`config.mk`:
```
export PLATFORM = sky130hd
export DESIGN_NAME = timer_rng_unit
export DESIGN_NICKNAME = d
export VERILOG_FILES = /design/src/rtl/rtu_pkg.sv /design/src/rtl/rtu_countdown.sv /design/src/rtl/rtu_lfsr.sv /design/src/rtl/timer_rng_unit.sv
export SDC_FILE = /design/constraint.sdc
export NUM_CORES = 1
export LEC_CHECK = 0
export ABC_AREA = 1
export BUFFER_PORTS_ARGS = -buffer_cell sky130_fd_sc_hd__buf_2
export CAP_MARGIN = 30
export CORE_MARGIN = 2
export CORE_UTILIZATION = 30
export CTS_BUF_LIST = sky130_fd_sc_hd__clkbuf_2 sky130_fd_sc_hd__clkbuf_4 sky130_fd_sc_hd__clkbuf_8
export DETAILED_ROUTE_END_ITERATION = 16
export PLACE_DENSITY_LB_ADDON = 0.2
export REMOVE_ABC_BUFFERS = 1
export SLEW_MARGIN = 40
export SYNTH_ARGS = -nofsm -noshare
export SYNTH_HDL_FRONTEND = slang
export SYNTH_HIERARCHICAL = 1
export SYNTH_SLANG_ARGS = --single-unit
```
`constraint.sdc`:
```
create_clock -name clk -period 1.5 [get_ports clk]
set_input_delay 0.075 -clock clk [delete_from_list [all_inputs] [get_ports clk]]
set_output_delay 0.075 -clock clk [all_outputs]
set_load 0.05 [all_outputs]
```
`src/rtl/rtu_pkg.sv`:
```
package rtu_pkg;
    typedef enum logic {
        TMR_IDLE = 1'b0,
        TMR_RUN  = 1'b1
    } tmr_state_e;
endpackage

```
`src/rtl/rtu_countdown.sv`:
```
module rtu_countdown
    import rtu_pkg::*;
#(
    parameter int CW = 8
) (
    input  logic          clk,
    input  logic          rst_n,
    input  logic          dec_pulse,
    input  logic          load_en,
    input  logic [CW-1:0] load_val,
    output logic [CW-1:0] count
);
    localparam logic [CW-1:0] ONE  = CW'(1);
    localparam logic [CW-1:0] ZERO = '0;

    tmr_state_e    state_q, state_d;
    logic [CW-1:0] cnt_q, cnt_d;

    // state register
    always_ff @(posedge clk) begin
        if (!rst_n) begin
            state_q <= TMR_IDLE;
            cnt_q   <= ZERO;
        end else begin
            state_q <= state_d;
            cnt_q   <= cnt_d;
        end
    end

    // next state and count
    always_comb begin
        state_d = state_q;
        cnt_d   = cnt_q;
        unique case (state_q)
            TMR_IDLE: begin
                if (load_en) begin
                    cnt_d   = load_val;
                    state_d = (load_val == ZERO) ? TMR_IDLE : TMR_RUN;
                end
            end
            TMR_RUN: begin
                if (load_en) begin
                    cnt_d   = load_val;
                    state_d = (load_val == ZERO) ? TMR_IDLE : TMR_RUN;
                end else if (dec_pulse) begin
                    cnt_d = cnt_q - ONE;
                    if (cnt_q == ONE) state_d = TMR_IDLE;
                end
            end
            default: begin
                state_d = TMR_IDLE;
                cnt_d   = ZERO;
            end
        endcase
    end

    // outputs
    always_comb begin
        count = cnt_q;
    end
endmodule

```
`src/rtl/rtu_lfsr.sv`:
```
module rtu_lfsr #(
    parameter int             SW   = 9,
    parameter int             OW   = 8,
    parameter int             TAP  = 4,
    parameter logic [SW-1:0]  SEED = 9'h001
) (
    input  logic          clk,
    input  logic          rst_n,
    input  logic          step,
    output logic [OW-1:0] value
);
    logic [SW-1:0] st_q, st_d, rot, fb;

    always_comb begin
        rot     = {st_q[0], st_q[SW-1:1]};
        fb      = '0;
        fb[TAP] = ~st_q[0];
        st_d    = step ? (rot ^ fb) : st_q;
    end

    always_ff @(posedge clk) begin
        if (!rst_n) st_q <= SEED;
        else        st_q <= st_d;
    end

    always_comb begin
        value = st_q[OW-1:0];
    end
endmodule

```
`src/rtl/timer_rng_unit.sv`:
```
module timer_rng_unit #(
    parameter int            CW   = 8,
    parameter int            SW   = 9,
    parameter int            TAP  = 4,
    parameter logic [8:0]    SEED = 9'h001
) (
    input  logic       clk,
    input  logic       rst_n,
    input  logic       vblank_pulse,
    input  logic       tmr_load,
    input  logic [7:0] tmr_load_val,
    input  logic       rnd_req,
    output logic [7:0] tmr_value,
    output logic [7:0] rnd_byte
);
    localparam int OW = 8;

    logic [CW-1:0] cnt;
    logic [OW-1:0] rv;

    rtu_countdown #(.CW(CW)) u_tmr (
        .clk      (clk),
        .rst_n    (rst_n),
        .dec_pulse(vblank_pulse),
        .load_en  (tmr_load),
        .load_val (CW'(tmr_load_val)),
        .count    (cnt)
    );

    rtu_lfsr #(.SW(SW), .OW(OW), .TAP(TAP), .SEED(SW'(SEED))) u_rng (
        .clk  (clk),
        .rst_n(rst_n),
        .step (rnd_req),
        .value(rv)
    );

    assign tmr_value = 8'(cnt);
    assign rnd_byte  = rv;
endmodule

```
==> results.tsv <==
stage	metric	value	unit
outcome	status	complete, no violations	
synthesis	top cells by area, synth	dfxtp_1 (36%), o21ai_0 (9.5%), nor2_1 (9.0%)	
clock_network	Root Buffer	clkbuf_4	
timing	endpoints failing hold	0	
timing	Setup Viol. Count Final	0	
final_layout	layout cells sized above 1	0.2485	
clock_network	htree depth	1	
min_path	hold worst-path end	u_tmr/state_q$_SDFF_PN0_	
final_layout	area grow syn2layout	15.07	%
synthesis	dominant synthesized flop cell	dfxtp_1	
placement	DPL Wire Length	1.830	mm
setup_path	Critical Path RT	1.73	ns
placement	gpl congestion	0.8035	
setup_path	Worst R2R Path Depth	9	
floorplan	Die Wd	61.87	um
setup_path	Crit. End Element	flop	
synthesis	Post-synth EDFFs	0	
placement	IO buf count	28	
global_routing	first-pass GRT wire length	4.002	mm
floorplan	Die Y-Extent	61.87	um
setup_path	reg-to-reg critical path endpoint	u_tmr/count[6]$_SDFFE_PN0P_	
floorplan	I/O pin cnt	29	
setup_path	R2R Path Start	u_tmr/count[0]$_SDFFE_PN0P_	
setup_path	flop2flop setup slack	0.17	ns
min_path	WHS Path Cells	3	
timing	worst rel slew slack	0.8365	
clock_network	Post-CTS Hold Fix Bufs	0	
detailed_routing	Starting DRT DRC Count	65	
global_routing	vias in the first global route	894	
timing	slack of the critical path	0.1748	ns
clock_network	CTS sink count	18	
clock_network	Worst-path clk slew	0.11	ns
final_layout	register area	360.3	um2
detailed_routing	Routed WL	2.367	mm
final_layout	fin util	0.3520	
setup_path	Arr. time, crit path	1.56	ns
synthesis	count leader, synth	nor2_1	
detailed_routing	via density per instance	4.567	
setup_path	CP Max Fanout	6	
setup_path	critical path class	reg -> reg	
timing	Slew Limit Fails	0	
clock_network	CTS tree	done	
floorplan	Initial Utilization	0.3059	
setup_path	Critical Path Start	u_tmr/count[0]$_SDFFE_PN0P_	
synthesis	Post-synth ARST share	0	
global_routing	remaining global-route overflow	0	
clock_network	worst skew pair latency	0.30	ns
timing	Slew @ Worst Pin	0.2426	ns
global_routing	pin count of the biggest net entering global routing	14	
final_layout	fin cells	215	
floorplan	num rows	21	
timing	fin crit period	1.325	ns
timing	FMAX	754.6	MHz
placement	Post-DP Area	1120	um2
global_routing	Global Route Usage Sum	0.1444	
detailed_routing	first drt pass iteration count	4	
final_layout	footprint of the multi-input gates	475.5	um2
pwr	Worst VDD drop	324.1	uV
clock_network	PostCTS Resize Cnt	0	
synthesis	Yosys top cell by area	dfxtp_1	
setup_path	CP startpoint kind	flop	
synthesis	synthesized instance count	147	
timing	unrepaired setup endpoints after global routing	no	
synthesis	post-synthesis cell area	1005	um2
synthesis	syn avg cell area	6.835	um2
timing	clock skew	0.005321	ns
detailed_routing	DRC violations left	0	
pwr	Leak	0.5691	nW
floorplan	die area	3828	um2
min_path	worst min path class	in -> reg	
clock_network	Setup Fix Bufs, Post-CTS	0	
synthesis	flops & latches, synth	18	
synthesis	synth cell count leaders	nor2_1 (24), nand2_1 (22), o21ai_0 (19)	
run	Max Cap Viol	0	
synthesis	synth warn	6	
final_layout	Final Net Count	185	
placement	dpl cells	211	
synthesis	share of the synthesized area in the top cell type	0.3587	
detailed_routing	DRT antenna net count	0	
final_layout	Final Instance Area	1156	um2
pwr	pwr dens	1032	nW/um2
min_path	Worst Min Path Start	tmr_load	
global_routing	antenna violations before repair	0	
final_layout	Filler cells	374	
detailed_routing	vias	982	
synthesis	register area share after synthesis	0.3587	
floorplan	core area	3284	um2
placement	Placement Setup Slack	0.2054	ns
final_layout	ant diodes	0	
timing	final critical-path share of the clock period	0.8835	
clock_network	CTS Buffer Depth	2	
clock_network	Num CTS Buffers	3	
detailed_routing	Routed WL per cell	11.01	um
synthesis	post-synthesis cell type count	21	
==> stage by stage <==
| stage | power [W] | TNS, ns | hold slack (ns) |
|---|---|---|---|
| floorplan | 0.0008007 | -0.06502 | 0.1644 |
| global placement | 0.0008975 | 0 | 0.3786 |
| detailed placement | 0.0009001 | 0 | 0.3786 |
| CTS | 0.001215 | 0 | 0.04849 |
| global route | 0.001281 | 0 | 0.05126 |
| finish | 0.001193 | 0 | 0.06285 |
==> area by class of cell <==
cell class,count,area share
Inverter,21,0.06818
Sequential cell,18,0.3117
Clock buffer,4,0.03139
Timing Repair Buffer,29,0.1277
Multi-Input combinational cell,97,0.4113
Tap cell,46,0.04978
==> critical path, cell delays in order (launching register included) <==
cell and delay (ns):
dfxtp_1 0.45, inv_1 0.09, ha_1 0.24, nand2_2 0.10, nor2_1 0.06, nand2_1 0.06, nand2_1 0.05, nand3_1 0.06
nand2_1 0.05, a21oi_1 0.11
==> layer usage <==
| metal | track usage | share of wire |
|---|---|---|
| met4 | 0.06383 | 0.0084 |
| met1 | 0.1814 | 0.44 |
| met3 | 0.03313 | 0.062 |
| met5 | 0 | 0 |
| met2 | 0.2361 | 0.49 |
==> layout by cell type (no fill, tap or decap), types with 2 or more instances in the layout <==
cell type / synthesis / final
nand4_1: 2 / 2
inv_2: 3 / 3
nand2_1: 22 / 22
dfxtp_1: 18 / 18
inv_1: 17 / 17
buf_2: 0 / 28
clkbuf_4: 0 / 3
a21oi_1: 9 / 9
o211ai_1: 2 / 2
o21ai_0: 19 / 19
nand3_1: 9 / 9
nor2_1: 24 / 24
ha_1: 2 / 2
nor2_2: 2 / 2
==> power breakdown <==
group	internal, W	total (W)	switching, W
combinational	0.0000940	0.000339	0.000245
sequential	0.000515	0.000549	0.0000347
clock	0.000148	0.000305	0.000157
total	0.000757	0.00119	0.000436
==> how the worst max path moves through the flow <==
stage,to,slack [ns],cells past startpoint
final,u_tmr/count[6]$_SDFFE_PN0P_,0.17,9
after global placement,u_tmr/count[6]$_SDFFE_PN0P_,0.27,9
after CTS,u_tmr/count[6]$_SDFFE_PN0P_,0.18,9
after global routing,u_tmr/count[6]$_SDFFE_PN0P_,0.02,9
after detailed placement,u_tmr/count[6]$_SDFFE_PN0P_,0.21,9
after floorplan,u_tmr/count[6]$_SDFFE_PN0P_,-0.06,9
==> kinds of logic (layout without fill, tap and decap cells) <==
| family | after synthesis | after routing | synth area share |
|---|---|---|---|
| AND/OR/NAND/NOR | 62 | 62 | 0.2715 |
| adder cells (fa/ha/maj) | 2 | 2 | 0.02490 |
| flip-flops | 18 | 18 | 0.3587 |
| buffers and inverters | 32 | 54 | 0.1681 |
| AO/OA/AOI/OAI | 33 | 33 | 0.1768 |
==> sequential cells by signal (all words and copies together), names as in the netlist <==
signal	cells
u_rng/st_q	9
u_tmr/count	8
u_tmr/state_q	1
(Power assumes the default switching activity.)
